`config.mk`:
```
export PLATFORM = sky130hd
export DESIGN_NAME = sdspi_tok_wait
export DESIGN_NICKNAME = d
export VERILOG_FILES = /design/src/rtl/sdspi_tok_pkg.sv /design/src/rtl/sdspi_tok_classify.sv /design/src/rtl/sdspi_tok_pollcnt.sv /design/src/rtl/sdspi_tok_wait.sv
export SDC_FILE = /design/constraint.sdc
export NUM_CORES = 1
export LEC_CHECK = 0
export CAP_MARGIN = 30
export CORE_MARGIN = 2
export CORE_UTILIZATION = 50
export CTS_CLUSTER_SIZE = 28
export DETAILED_ROUTE_END_ITERATION = 10
export DONT_BUFFER_PORTS = 1
export MAX_ROUTING_LAYER = met4
export SLEW_MARGIN = 15
export SYNTH_ARGS = -nofsm -noshare
export SYNTH_HDL_FRONTEND = slang
export SYNTH_SLANG_ARGS = --single-unit
export TNS_END_PERCENT = 20
```
`constraint.sdc`:
```
create_clock -name clk -period 3.4 [get_ports clk]
set_clock_uncertainty 0.05 [all_clocks]
set_input_delay 0.51 -clock clk [delete_from_list [all_inputs] [get_ports clk]]
set_output_delay 0.51 -clock clk [all_outputs]
set_load 0.01 [all_outputs]
```
`src/rtl/sdspi_tok_pkg.sv`:
```
package sdspi_tok_pkg;

    localparam logic [7:0] TOK_START  = 8'hFE;
    localparam logic [7:0] TX_DUMMY   = 8'hFF;
    localparam logic [3:0] CRC_CLASS  = 4'b0111;

    typedef enum logic [1:0] {
        ERR_NONE    = 2'd0,
        ERR_TIMEOUT = 2'd1,
        ERR_CRC     = 2'd2,
        ERR_RANGE   = 2'd3
    } err_e;

    typedef enum logic [1:0] {
        ST_IDLE  = 2'd0,
        ST_ISSUE = 2'd1,
        ST_WAIT  = 2'd2
    } state_e;

    typedef struct packed {
        state_e st;
        logic   done;
        logic   ok;
        err_e   err;
    } ctl_t;

endpackage

```
`src/rtl/sdspi_tok_classify.sv`:
```
module sdspi_tok_classify
    import sdspi_tok_pkg::*;
(
    input  logic [7:0] rx_i,
    output logic       is_start_o,
    output logic       is_err_o,
    output err_e       err_cls_o
);
    always_comb begin
        is_start_o = (rx_i == TOK_START);
        // error token: zero upper nibble, some lower flag set
        is_err_o   = (rx_i[7:4] == 4'h0) && (rx_i[3:0] != 4'h0);
        err_cls_o  = ((rx_i[3:0] & CRC_CLASS) != 4'h0) ? ERR_CRC : ERR_RANGE;
    end
endmodule

```
`src/rtl/sdspi_tok_pollcnt.sv`:
```
module sdspi_tok_pollcnt #(
    parameter int unsigned POLL_LIMIT = 500000
) (
    input  logic clk,
    input  logic rst_n,
    input  logic clr_i,
    input  logic inc_i,
    output logic hit_o
);
    localparam int unsigned CW = $clog2(POLL_LIMIT + 1);

    logic [CW-1:0] cnt_d, cnt_q;

    always_comb begin
        cnt_d = cnt_q;
        if (clr_i) begin
            cnt_d = '0;
        end else if (inc_i) begin
            cnt_d = cnt_q + 1'b1;
        end
    end

    always_ff @(posedge clk or negedge rst_n) begin
        if (!rst_n) begin
            cnt_q <= '0;
        end else begin
            cnt_q <= cnt_d;
        end
    end

    assign hit_o = (cnt_q == CW'(POLL_LIMIT));
endmodule

```
`src/rtl/sdspi_tok_wait.sv`:
```
module sdspi_tok_wait
    import sdspi_tok_pkg::*;
#(
    parameter int unsigned POLL_LIMIT = 500000
) (
    input  logic       clk,
    input  logic       rst_n,
    input  logic       start_i,
    input  logic       blk_aligned_i,
    output logic       byte_req_o,
    output logic [7:0] byte_tx_o,
    input  logic       byte_ack_i,
    input  logic [7:0] byte_rx_i,
    output logic       done_o,
    output logic       ok_o,
    output logic [1:0] err_o
);
    ctl_t ctl_d, ctl_q;
    logic cnt_clr, cnt_inc, cnt_hit;
    logic is_start, is_err;
    err_e err_cls;

    sdspi_tok_classify u_cls (
        .rx_i       (byte_rx_i),
        .is_start_o (is_start),
        .is_err_o   (is_err),
        .err_cls_o  (err_cls)
    );

    sdspi_tok_pollcnt #(.POLL_LIMIT(POLL_LIMIT)) u_cnt (
        .clk   (clk),
        .rst_n (rst_n),
        .clr_i (cnt_clr),
        .inc_i (cnt_inc),
        .hit_o (cnt_hit)
    );

    always_comb begin
        ctl_d   = ctl_q;
        ctl_d.done = 1'b0;
        cnt_clr = 1'b0;
        cnt_inc = 1'b0;
        unique case (ctl_q.st)
            ST_IDLE: begin
                if (start_i && blk_aligned_i) begin
                    ctl_d.st  = ST_ISSUE;
                    ctl_d.ok  = 1'b0;
                    ctl_d.err = ERR_NONE;
                    cnt_clr   = 1'b1;
                end
            end
            ST_ISSUE: begin
                if (cnt_hit) begin
                    ctl_d.st   = ST_IDLE;
                    ctl_d.done = 1'b1;
                    ctl_d.err  = ERR_TIMEOUT;
                end else begin
                    cnt_inc  = 1'b1;
                    ctl_d.st = ST_WAIT;
                end
            end
            ST_WAIT: begin
                if (byte_ack_i) begin
                    if (is_start) begin
                        ctl_d.st   = ST_IDLE;
                        ctl_d.done = 1'b1;
                        ctl_d.ok   = 1'b1;
                    end else if (is_err) begin
                        ctl_d.st   = ST_IDLE;
                        ctl_d.done = 1'b1;
                        ctl_d.err  = err_cls;
                    end else begin
                        ctl_d.st = ST_ISSUE;
                    end
                end
            end
            default: ctl_d.st = ST_IDLE;
        endcase
    end

    always_ff @(posedge clk or negedge rst_n) begin
        if (!rst_n) begin
            ctl_q <= '{st: ST_IDLE, done: 1'b0, ok: 1'b0, err: ERR_NONE};
        end else begin
            ctl_q <= ctl_d;
        end
    end

    assign byte_req_o = (ctl_q.st == ST_ISSUE) && !cnt_hit;
    assign byte_tx_o  = TX_DUMMY;
    assign done_o     = ctl_q.done;
    assign ok_o       = ctl_q.ok;
    assign err_o      = ctl_q.err;
endmodule

```
[Yosys cells after proc, flatten, opt, wreduce, memory -nomap -nowiden]
Index checks and enable logic that the tools add are counted.
W data, S select, Z words.
Word-level totals
  register bits: 25
  bits of input ports: 13
  output and inout port bits: 13
  word-level logic and storage cells: 53
Operators by class
  add/sub/neg operators: 1
  equality and inequality tests: 10
  muxes and demuxes: 23
  reductions and logical operators: 14
Operators with widths (number)
  $mux W19: 2
  $add A19 B1 Y19 const B: 1
  $eq A19 B19 Y1 const B: 1
  $ne A2 B2 Y1 const B: 6
  $pmux W2 S3: 2
  $mux W2: 5
  $mux W1: 9
  $eq A8 B8 Y1 const B: 1
  $reduce_bool A4 Y1: 2
  $mux W3: 2
  $mux W6: 1
  $reduce_and A6 Y1: 1
  $logic_not A4 Y1: 1
  $pmux W1 S2: 2
  $reduce_and A4 Y1: 1
  $reduce_bool A2 Y1: 2
  $logic_and A1 B1 Y1: 3
  $reduce_bool A3 Y1: 1
  $eq A2 B1 Y1 const B: 1
  $eq A2 B2 Y1 const B: 1
  $logic_not A2 Y1: 1
  $reduce_and A2 Y1: 1
  $logic_not A1 Y1: 1

[Logic depth before layout (Yosys ltp)]
Gate-level depths: netlist of the first run.
  word-level depth: 6
  gate-level depth with buffers: 8
  mapped depth without buffers: 7

[Cells and area by module]
From an unflattened synthesis of the first run, not the netlist that was laid out.
Unflattened totals
  cells, all modules: 165
  area total of the unflattened synthesis: 1561.5 um2
By module, submodules not included
  sdspi_tok_pollcnt: times used 1, cells each 104, area each 1011.0 um2, seq. area each 475.5 um2
  sdspi_tok_wait: times used 1, cells each 52, area each 499.2 um2, seq. area each 150.1 um2
  sdspi_tok_classify: times used 1, cells each 9, area each 51.3 um2, seq. area each 0.0 um2

[Worst setup path before layout of the first run]
No wires, ideal clock.
  path kind: register to output
  start: register u_cnt.cnt_q[10]
  end: output port byte_req_o
  arrival: 1671 ps
  data required time: 2840 ps
  slack: 1169 ps
  stages on the path, launching flop included: 5
  path buffers: 0
  cell sequence: dfrtp_1 -> or4b_1 -> or4_4 -> o21ai_4 -> inv_1
Between the ends
  cells in the longest elaborated chain, start to end: 3
RTL lines
  from (decl): RTL line sdspi_tok_pollcnt.sv:12  | logic [CW-1:0] cnt_d, cnt_q;
  from (signal assigned): RTL line sdspi_tok_pollcnt.sv:27  | cnt_q <= cnt_d;
  $eq A19 B19 Y1: RTL line sdspi_tok_pollcnt.sv:31  | assign hit_o = (cnt_q == CW'(POLL_LIMIT));
  $logic_not A1 Y1: RTL line sdspi_tok_wait.sv:89  | assign byte_req_o = (ctl_q.st == ST_ISSUE) && !cnt_hit;
  $logic_and A1 B1 Y1: RTL line sdspi_tok_wait.sv:89
  to (decl): RTL line sdspi_tok_wait.sv:10  | output logic byte_req_o,
Every way passes these cells.

[Worst setup path after layout of the first run]
Ends and elaborated chain as after synthesis.

==> summary.txt, run 1 <==
STA
  – Setup ws final: 0.724 ns
  – Slew @ Worst Pin: a little over 0.8 ns
  – Final Hold Viols: 0
  – Unrepaired setup endpoints after global routing: no
  – Setup Viol. Count Final: 0
  – Setup TNS: 0 ns
  – Min cycle time layout: approximately 2.7 ns
  – Slew margin rel.: 45.0%
  – Fin. max-slew vios: 0
  – Final period utilization: about 80%
  – Fmax: ~0.37 GHz

Critical path
  – Reg2Reg Capture Point: err_o[1]
  – RR Startpoint: u_cnt.cnt_q[10]
  – R2R cell count: 5
  – Crit path arrival time: 2.12 ns
  – Crit path launch: u_cnt.cnt_q[10]
  – Flop-to-flop setup slack: roughly 1.2 ns
  – Startpoint Class: flip-flop
  – CP required: 2.84 ns
  – CP endpoint kind: output pin
  – CP max FO: 6
  – CP Class: reg2out

Yosys
  – Yosys cell types: 37
  – Top-area cell type share of the netlist area: 41.3%
  – Mapped Area: roughly 1500 um^2
  – Main synth FF type: dfrtp_1
  – Post-synth ARST share: 100%
  – Seq/Total Area, Yosys: 41.3%
  – Post-Syn Instances: 163
  – Mapped Avg Cell Area: 9.30 um^2
  – Area leader, netlist: dfrtp_1
  – Post-synth top cells: 25 x dfrtp_1, 22 x nor2_1, 11 x nand2_1, 11 x xor2_1, 10 x buf_4
  – Synth Warn #: 0
  – Number of synthesized register bits: 25
  – Main area contributors after synthesis: dfrtp_1 41%, xor2_1 6.4%, nor2_1 5.5%
  – Most common cell in the netlist: dfrtp_1
  – Post-synth EDFFs: 0

Clock tree
  – CTS Buffer Depth: 2
  – Clock transition at the registers of the reported paths: 0.13 ns
  – Root Driver: clkbuf_4
  – Number of CTS-inserted buffers: 3
  – Clock Latency Late Sink: 0.31 ns
  – CTS H-tree depth: 1
  – Clk sinks: 25
  – Postcts setup bufs: 0
  – CTS tree: done

Floorplan
  – Core Region: around 2800 um^2
  – Die height: 59.1 um
  – Die width: between 50 and 60 um
  – Initial Utilization: 53.6%
  – Placement Rows: 19
  – I/O pin total: 26
  – Full die area: 3490 um^2

Routing
  – Residual DRC: 0
  – WL per Instance: 14.7 um
  – Post-DRT Antenna Nets: 0
  – Starting DRC count in detailed routing: 30
  – Vias/cell: 5.74
  – Via count: about 1100
  – Final WL: roughly 2.8 mm
  – 1st-pass router iterations: 4

GRT
  – Largest net degree at the start of global routing: 26
  – Initial antenna violation count: 0
  – First-pass GRT wire length: 5.03 mm
  – Total track usage: 19.9%
  – Grt total ovfl: 0
  – Vias in the first global route: 1100

Layout
  – Final Cell Area: 1550 um^2
  – Layout cells sized above 1: 6.13%
  – Area growth syn-to-layout: 2.56%
  – Fin cells: 194
  – Layout Nets: roughly 180
  – Ant diodes: 0
  – Fillcell total: 274

Placed design
  – Placed Instances: 188
  – Worst slack, placed: between 1 and 1.5 ns
  – Placed cell areas: roughly 1500 um^2
  – Final RePlAce weighted congestion: between 0.8 and 0.9
  – Post-DP HPWL: 2.15 mm
  – I/O Buffers: 0

Pwr
  – Pwr dens: 537 nW/um^2
  – Maximum vdd drop: 0.000245 V
  – Tot Pwr: 0.835 mW
  – Leak Pwr: 0.720 nW

Flow run
  – Max-Cap Viols: 0

Hold path
  – Worst Hold Depth: 3
  – Hold WC Path Type: in2reg
  – Endpoint, Worst Hold: ok_o
  – Hold_sp: byte_rx_i[0]

Run status
  – Status: completed
-- state kept, by name, indices dropped and copies added (netlist names) --
signal,count
ctl_q,2
err_o,2
u_cnt.cnt_q,19
ok_o,1
done_o,1
-- cell type report --
type | count | area [um^2] | area share [%]
clock buffer | 4 | 26.3 | 1.69
multi-input combinational | 122 | 792 | 51.0
inverter | 9 | 33.8 | 2.17
sequential | 25 | 626 | 40.3
tap | 31 | 38.8 | 2.50
timing repair buffer | 3 | 37.5 | 2.42
-- worst max-delay path by stage --
stage,to,depth (start not counted)
2_1_floorplan,byte_req_o,4
4_1_cts,byte_req_o,4
5_1_grt,byte_req_o,4
3_5_place_dp,byte_req_o,4
3_3_place_gp,byte_req_o,4
6_report,byte_req_o,4
-- cells by family after synthesis --
kind of cell    after synthesis  share of synthesized area [%]
simple gates                 74                           26.3
xor+xnor                     13                           7.51
flops                        25                           41.3
fa+ha+maj                     6                           4.95
mux                           5                           3.63
compound gates               16                           7.85
buf+inv                      23                           8.17
other cells                   1                          0.247
-- stage by stage --
step	utilization (%)	hold slack, ns
finish	54.9	0.329
global route	54.9	0.307
CTS	54.9	0.317
detailed placement	52.9	0.165
global placement	52.9	0.165
floorplan	-	0.164
-- placed cells by master (no fill, tap or decap), types with 2 or more instances in the layout --
cell type  synthesis  final
conb_1             1      8
ha_1               6      6
a21oi_1            3      3
xnor2_1            2      2
clkbuf_4           0      3
nand4_1            7      7
a22o_1             3      3
inv_1              9      9
nor4_1             4      4
nor2_1            22     22
and3_1             5      5
mux2i_1            4      4
nand2b_1           2      2
and4_1             2      2
xor2_1            11     11
nor2b_1            3      3
nor4b_1            3      3
dfrtp_1           25     25
o21ai_0            4      4
nand2_1           11     11
nand3_1            8      8
-- where the power goes --
group / internal (mW) / switching (mW) / total [mW]
combinational: 0.124 / 0.174 / 0.298
clock: 0.0458 / 0.0839 / 0.130
sequential: 0.344 / 0.0631 / 0.407
-- critical path, stage by stage (launching register included) --
cell,delay [ns]
dfrtp_1,0.45
or4b_1,0.53
or4_4,0.46
o21ai_4,0.24
inv_1,0.13
-- timing repair --
action	CTS	global route
endpoints found under the hold margin	25	0
hold buffers	2	0
resized for setup	0	0
-- per-layer routing --
layer / track usage [%] / wire, um / up-vias
li1: - / - / 546
met1: 27.0 / 1390 / 540
met2: 29.5 / 1330 / 23
met3: 3.49 / 93 / 4
met4: 8.12 / 34 / 0
met5: - / 0 / -
Note: power is estimated with default switching activity, not from simulation.
==> run 2, diff against run 1 <==
--- a/config.mk
+++ b/config.mk
@@ -12,6 +12,7 @@
 export DETAILED_ROUTE_END_ITERATION = 10
 export DONT_BUFFER_PORTS = 1
 export MAX_ROUTING_LAYER = met4
+export PLACE_DENSITY = 0.68
 export SLEW_MARGIN = 15
 export SYNTH_ARGS = -nofsm -noshare
 export SYNTH_HDL_FRONTEND = slang
==> constraint.sdc (replaced) <==
create_clock -name clk -period 2.4 [get_ports clk]
set_clock_uncertainty 0.05 [all_clocks]
set_input_delay 0.36 -clock clk [delete_from_list [all_inputs] [get_ports clk]]
set_output_delay 0.36 -clock clk [all_outputs]
set_load 0.01 [all_outputs]
==> summary.txt, run 2 (same netlist as run 1, synthesis figures left out) <==
Run status
  – Status: completed

GRT
  – Initial antenna violation count: 0 (unchanged)
  – First-pass GRT wire length: 5.08 mm (+0.95%)
  – Grt met2 use: 29.0% (-0.48 points)
  – Routing usage on met1: 27.6% (+0.60 points)
  – Grt total ovfl: 0 (unchanged)
  – GR peak layer: met2
  – Grt met3 use: 3.28% (-0.22 points)
  – Vias in the first global route: 1099 (-0.091%)
  – Largest net degree at the start of global routing: 26 (unchanged)
  – Total track usage: 19.7% (-0.18 points)

Pwr
  – Maximum vdd drop: 0.000429 V (+75%)
  – Pwr dens: 757 nW/um^2 (+41%)
  – Leak Pwr: 0.763 nW (+6.0%)

Floorplan
  – I/O pin total: 26 (unchanged)
  – Initial Utilization: 53.6% (unchanged)
  – Placement Rows: 19 (unchanged)
  – Die height: 59.1 um (unchanged)
  – Core Region: 2830 um^2 (unchanged)
  – Full die area: 3490 um^2 (unchanged)
  – Die width: 59.1 um (unchanged)

Critical path
  – CP endpoint kind: output pin
  – CP peak stage delay: 0.53 ns (about the same)
  – Worst-path cell chain: or4b_1 > or4_4 > o21ai_4 > inv_2
  – Startpoint Class: flip-flop
  – CP max FO: 3 (-3)
  – CP bufs+invs: 1 (unchanged)
  – CP max-delay cell: or4b_1
  – CP delay by family, top: simple AND/OR/NAND/NOR gates
  – CP Class: reg2out
  – CP required: 1.99 ns (-0.85 ns)
  – Crit path arrival time: 1.95 ns (-0.17 ns)

Layout
  – Final Util: 57.1% (+2.2 points)
  – Reg area: 626 um^2 (unchanged)
  – Area growth syn-to-layout: 6.61%
  – Most frequent cells in the layout: 25 x dfrtp_1, 22 x nor2_1, 11 x nand2_1, 11 x xor2_1, 9 x buf_4
  – Commonest non-fill, non-tap cell in the layout: dfrtp_1
  – Final Cell Area: 1620 um^2 (+3.9%)
  – Ant diodes: 0 (unchanged)
  – Fillcell total: 246 (-10%)
  – Area taken by multi-input logic gates: 792 um^2 (unchanged)
  – Max reg flops: 19 (unchanged)
  – Layout Nets: 191 (+4.4%)
  – Layout cells sized above 1: 11.7% (+5.6 points)
  – Register with the most flip-flops: u_cnt.cnt_q

Routing
  – Starting DRC count in detailed routing: 47 (+57%)
  – Post-DRT Antenna Nets: 0 (unchanged)
  – Residual DRC: 0 (unchanged)
  – 1st-pass router iterations: 4 (unchanged)
  – Final WL: 3.00 mm (+5.4%)
  – WL per Instance: 14.8 um (+1.2%)
  – Via count: 1191 (+7.0%)
  – Vias/cell: 5.90 (+2.8%)

Placed design
  – Post-DP HPWL: 2.22 mm (+2.9%)
  – Final RePlAce weighted congestion: 0.829 (-4.0%)
  – Placed cell areas: 1520 um^2 (+1.5%)
  – I/O Buffers: 0 (unchanged)

STA
  – Unrepaired setup endpoints after global routing: yes
  – Fin. max-slew vios: 0 (unchanged)
  – Min cycle time layout: ~2.4 ns
  – Final period utilization: a little over nine tenths
  – Fmax: 0.425 GHz
  – Final Hold Viols: 0 (unchanged)
  – Setup Viol. Count Final: 0 (unchanged)
  – Setup TNS: 0 ns (unchanged)

Clock tree
  – Number of CTS-inserted buffers: 3 (unchanged)
  – CTS tree: done
  – Clock transition at the registers of the reported paths: 0.13 ns (about the same)
  – Clock Latency Late Sink: 0.31 ns (about the same)
  – Root Driver: clkbuf_4
  – CTS H-tree depth: 1 (unchanged)
  – CTS Buffer Depth: 2 (unchanged)
  – Clk sinks: 25 (unchanged)

Hold path
  – Hold WC Path Type: in2reg

Flow run
  – Max-Cap Viols: 0 (unchanged)
## run 2: metrics by stage
step	cells	setup slack (ns)	power [mW]	hold slack [ns]
after floorplan	170	0.297	0.919	0.0144
after global placement	191	0.227	0.983	0.0149
after detailed placement	191	0.195	1.00	0.0149
after CTS	200	0.0349	1.22	0.161
after global routing	202	-0.0157	1.32	0.155
final	202	0.0448	1.22	0.169
## run 2: path summary, 6_finish.rpt
kind | slack, ns | from | cells after the start | endpoint
worst max register to register | 0.16 | u_cnt.cnt_q[10] | 6 | err_o[1]
worst min-delay path | 0.17 | byte_rx_i[0] | 3 | ok_o
worst min register to register | 0.54 | u_cnt.cnt_q[17] | 2 | u_cnt.cnt_q[17]
min in group asynchronous | 0.41 | rst_n | 2 | u_cnt.cnt_q[0]
max in group asynchronous | 1.75 | rst_n | 2 | u_cnt.cnt_q[6]
worst max-delay path | 0.04 | u_cnt.cnt_q[10] | 4 | byte_req_o
## run 2: what timing repair did
action,in CTS,in global routing
setup buffers,3,2
hold buffers,2,0
gates resized for setup,0,1
endpoints found under the hold margin,25,0
pin swaps,1,0
setup endpoints to repair,1,1
## run 2: where the power goes
group / switching, mW / leakage (nW) / total (mW) / internal [mW]
sequential: 0.0904 / 0.341 / 0.578 / 0.488
combinational: 0.260 / 0.405 / 0.458 / 0.199
clock: 0.123 / 0.0177 / 0.186 / 0.0623
## run 2: worst register-to-register path, cell delays in order, from the launching register on
cell and delay (ns):
dfrtp_1 0.42, or4b_1 0.53, or4_4 0.46, o21ai_4 0.16, buf_4 0.16, and3_2 0.20, mux2i_1 0.20
## run 2: routing by layer
layer | wire, um | vias up
li1 | - | 568
met1 | 1380 | 579
met2 | 1420 | 42
met3 | 173 | 2
met4 | 22 | 0
met5 | 0 | -
## run 2: layout make-up
cell class | instances | area share, %
multi-input combinational | 122 | 49.0
sequential | 25 | 38.7
timing repair buffer | 11 | 6.04
tap | 31 | 2.40
inverter | 9 | 2.09
clock buffer | 3 | 1.39
clock inverter | 1 | 0.310
==> run 3, diff against run 2 <==
--- a/config.mk
+++ b/config.mk
@@ -6,13 +6,15 @@
 export NUM_CORES = 1
 export LEC_CHECK = 0
 export CAP_MARGIN = 30
+export CELL_PAD_IN_SITES_DETAIL_PLACEMENT = 1
+export CELL_PAD_IN_SITES_GLOBAL_PLACEMENT = 1
 export CORE_MARGIN = 2
-export CORE_UTILIZATION = 50
+export CORE_UTILIZATION = 43
 export CTS_CLUSTER_SIZE = 28
 export DETAILED_ROUTE_END_ITERATION = 10
 export DONT_BUFFER_PORTS = 1
 export MAX_ROUTING_LAYER = met4
-export PLACE_DENSITY = 0.68
+export PLACE_DENSITY_LB_ADDON = 0.1
 export SLEW_MARGIN = 15
 export SYNTH_ARGS = -nofsm -noshare
 export SYNTH_HDL_FRONTEND = slang
==> summary.txt, run 3 (same netlist as run 1, synthesis figures left out) <==
Run status
  – Status: completed

Placed design
  – Placed Instances: 205 (+7.3%)
  – Final RePlAce weighted congestion: 0.789 (-4.9%)
  – Post-DP HPWL: 2.48 mm (+12%)
  – I/O Buffers: 0 (unchanged)

Critical path
  – Crit path arrival time: 1.96 ns (about the same)
  – CP max-delay cell: or4b_1
  – CP Class: reg2out
  – CP required: 1.99 ns (about the same)
  – Startpoint Class: flip-flop
  – CP peak stage delay: 0.52 ns (about the same)
  – Crit path launch: u_cnt.cnt_q[10]
  – Reg2Reg Capture Point: err_o[1]
  – CP endpoint kind: output pin
  – CP max FO: 3 (unchanged)
  – Worst-path cell chain: or4b_1 > or4_4 > o21ai_4 > inv_2
  – RR Startpoint: u_cnt.cnt_q[10]
  – Flop-to-flop setup slack: 0.18 ns (+0.02 ns)
  – R2R cell count: 6 (unchanged)

Layout
  – Reg area: 626 um^2 (unchanged)
  – Layout cells sized above 1: 10.1% (-1.6 points)
  – Max reg flops: 19 (unchanged)
  – Commonest non-fill, non-tap cell in the layout: dfrtp_1
  – Most frequent cells in the layout: 25 x dfrtp_1, 22 x nor2_1, 11 x nand2_1, 11 x xor2_1
  – Area taken by multi-input logic gates: 792 um^2 (unchanged)
  – Register with the most flip-flops: u_cnt.cnt_q
  – Ant diodes: 0 (unchanged)
  – Fin cells: 215 (+6.4%)
  – Fillcell total: 422 (+72%)
  – Layout Nets: 189 (-1.0%)
  – Area growth syn-to-layout: 6.77%

Hold path
  – Hold WC Path Type: in2reg
  – Hold_sp: byte_rx_i[0]
  – Worst Hold Depth: 3 (unchanged)
  – Endpoint, Worst Hold: ok_o

Floorplan
  – Placement Rows: 21 (+2)
  – Initial Utilization: 45.1% (-8.5 points)
  – Full die area: 4010 um^2 (+15%)
  – I/O pin total: 26 (unchanged)
  – Die width: 63.4 um (+7.3%)
  – Core Region: 3360 um^2 (+19%)
  – Die height: 63.4 um (+7.3%)

Routing
  – Vias/cell: 5.46 (-7.4%)
  – Residual DRC: 0 (unchanged)
  – Post-DRT Antenna Nets: 0 (unchanged)
  – Final WL: 3.31 mm (+10%)
  – 1st-pass router iterations: 4 (unchanged)
  – WL per Instance: 15.4 um (+3.7%)
  – Starting DRC count in detailed routing: 19 (-60%)
  – Via count: 1174 (-1.4%)

Clock tree
  – CTS H-tree depth: 1 (unchanged)
  – CTS Buffer Depth: 2 (unchanged)
  – Clock transition at the registers of the reported paths: 0.14 ns (about the same)
  – CTS tree: done
  – Number of CTS-inserted buffers: 3 (unchanged)
  – Clock Latency Late Sink: 0.33 ns (+0.02 ns)
  – Clk sinks: 25 (unchanged)
  – Root Driver: clkbuf_4

GRT
  – Grt total ovfl: 0 (unchanged)
  – Largest net degree at the start of global routing: 26 (unchanged)
  – First-pass GRT wire length: 5.73 mm (+13%)
  – Total track usage: 18.7% (-0.98 points)
  – Initial antenna violation count: 0 (unchanged)
  – Vias in the first global route: 1264 (+15%)

Pwr
  – Leak Pwr: 0.750 nW (-1.8%)
  – Maximum vdd drop: 0.000283 V (-34%)
  – Pwr dens: 760 nW/um^2 (+0.41%)

STA
  – Fmax: 0.422 GHz (-0.69%)
  – Final Hold Viols: 0 (unchanged)
  – Hold WS: 0.149 ns (-0.0193 ns)
  – Final period utilization: 98.8% (+0.69 points)
  – Min cycle time layout: 2.37 ns (+0.0165 ns)
  – Fin. max-slew vios: 0 (unchanged)
  – Setup Viol. Count Final: 0 (unchanged)
  – Setup TNS: 0 ns (unchanged)
  – Unrepaired setup endpoints after global routing: yes

Flow run
  – Max-Cap Viols: 0 (unchanged)
-- run 3: changes by cell type in the layout (fill, tap and decap cells not counted) --
| cell | change |
|---|---|
| buf_4 | -2 |
| clkbuf_1 | +1 |
| clkinv_2 | -1 |
-- run 3: how the worst max path moves through the flow --
stage / depth (start not counted) / endpoint / slack [ns]
3_5_place_dp: 5 / err_o[1] / 0.16
4_1_cts: 4 / byte_req_o / 0.01
6_report: 4 / byte_req_o / 0.03
3_3_place_gp: 5 / err_o[1] / 0.20
5_1_grt: 4 / byte_req_o / -0.05
2_1_floorplan: 5 / u_cnt.cnt_q[10] / 0.30
-- run 3: metrics by stage --
| step | util, % | setup slack (ns) | cell area (um^2) | power [mW] |
|---|---|---|---|---|
| after floorplan | - | 0.297 | 1540 | 0.919 |
| after global placement | 45.5 | 0.201 | 1530 | 0.999 |
| after detailed placement | 45.5 | 0.159 | 1530 | 1.02 |
| after CTS | 47.9 | 0.00975 | 1610 | 1.24 |
| after global routing | 48.1 | -0.0515 | 1620 | 1.32 |
| final | 48.1 | 0.0283 | 1620 | 1.23 |
-- run 3: timing repair --
item,in CTS,in global routing
pin swaps,1,0
resized for setup,0,1
setup buffers,3,1
endpoints found under the setup margin,1,1
hold buffers,2,0
hold endpoints to repair,25,0
-- run 3: layout make-up --
type | instances | area share [%]
Tap cell | 46 | 3.56
Timing Repair Buffer | 9 | 5.10
Multi-Input combinational cell | 122 | 49.0
Inverter | 9 | 2.09
Sequential cell | 25 | 38.7
Clock buffer | 4 | 1.62
-- run 3: layer usage --
metal	wire [um]	global-route usage, %
met5	0	-
met4	38	6.79
met3	134	3.75
met2	1670	32.5
met1	1470	21.3
-- run 3: power by group --
| group | internal (mW) | total [mW] | switching [mW] |
|---|---|---|---|
| Combinational | 0.192 | 0.456 | 0.264 |
| Sequential | 0.488 | 0.575 | 0.0875 |
| Clock | 0.0653 | 0.198 | 0.132 |
| Total | 0.745 | 1.23 | 0.484 |
-- run 3: worst max-delay path, delay by kind of cell, from the launching register on --
family / cells / cell delay, ns
AOI/OAI and AO/OA: 1 / 0.16
DFF: 1 / 0.42
and+or+nand+nor: 2 / 0.98
buffers and inverters: 1 / 0.07
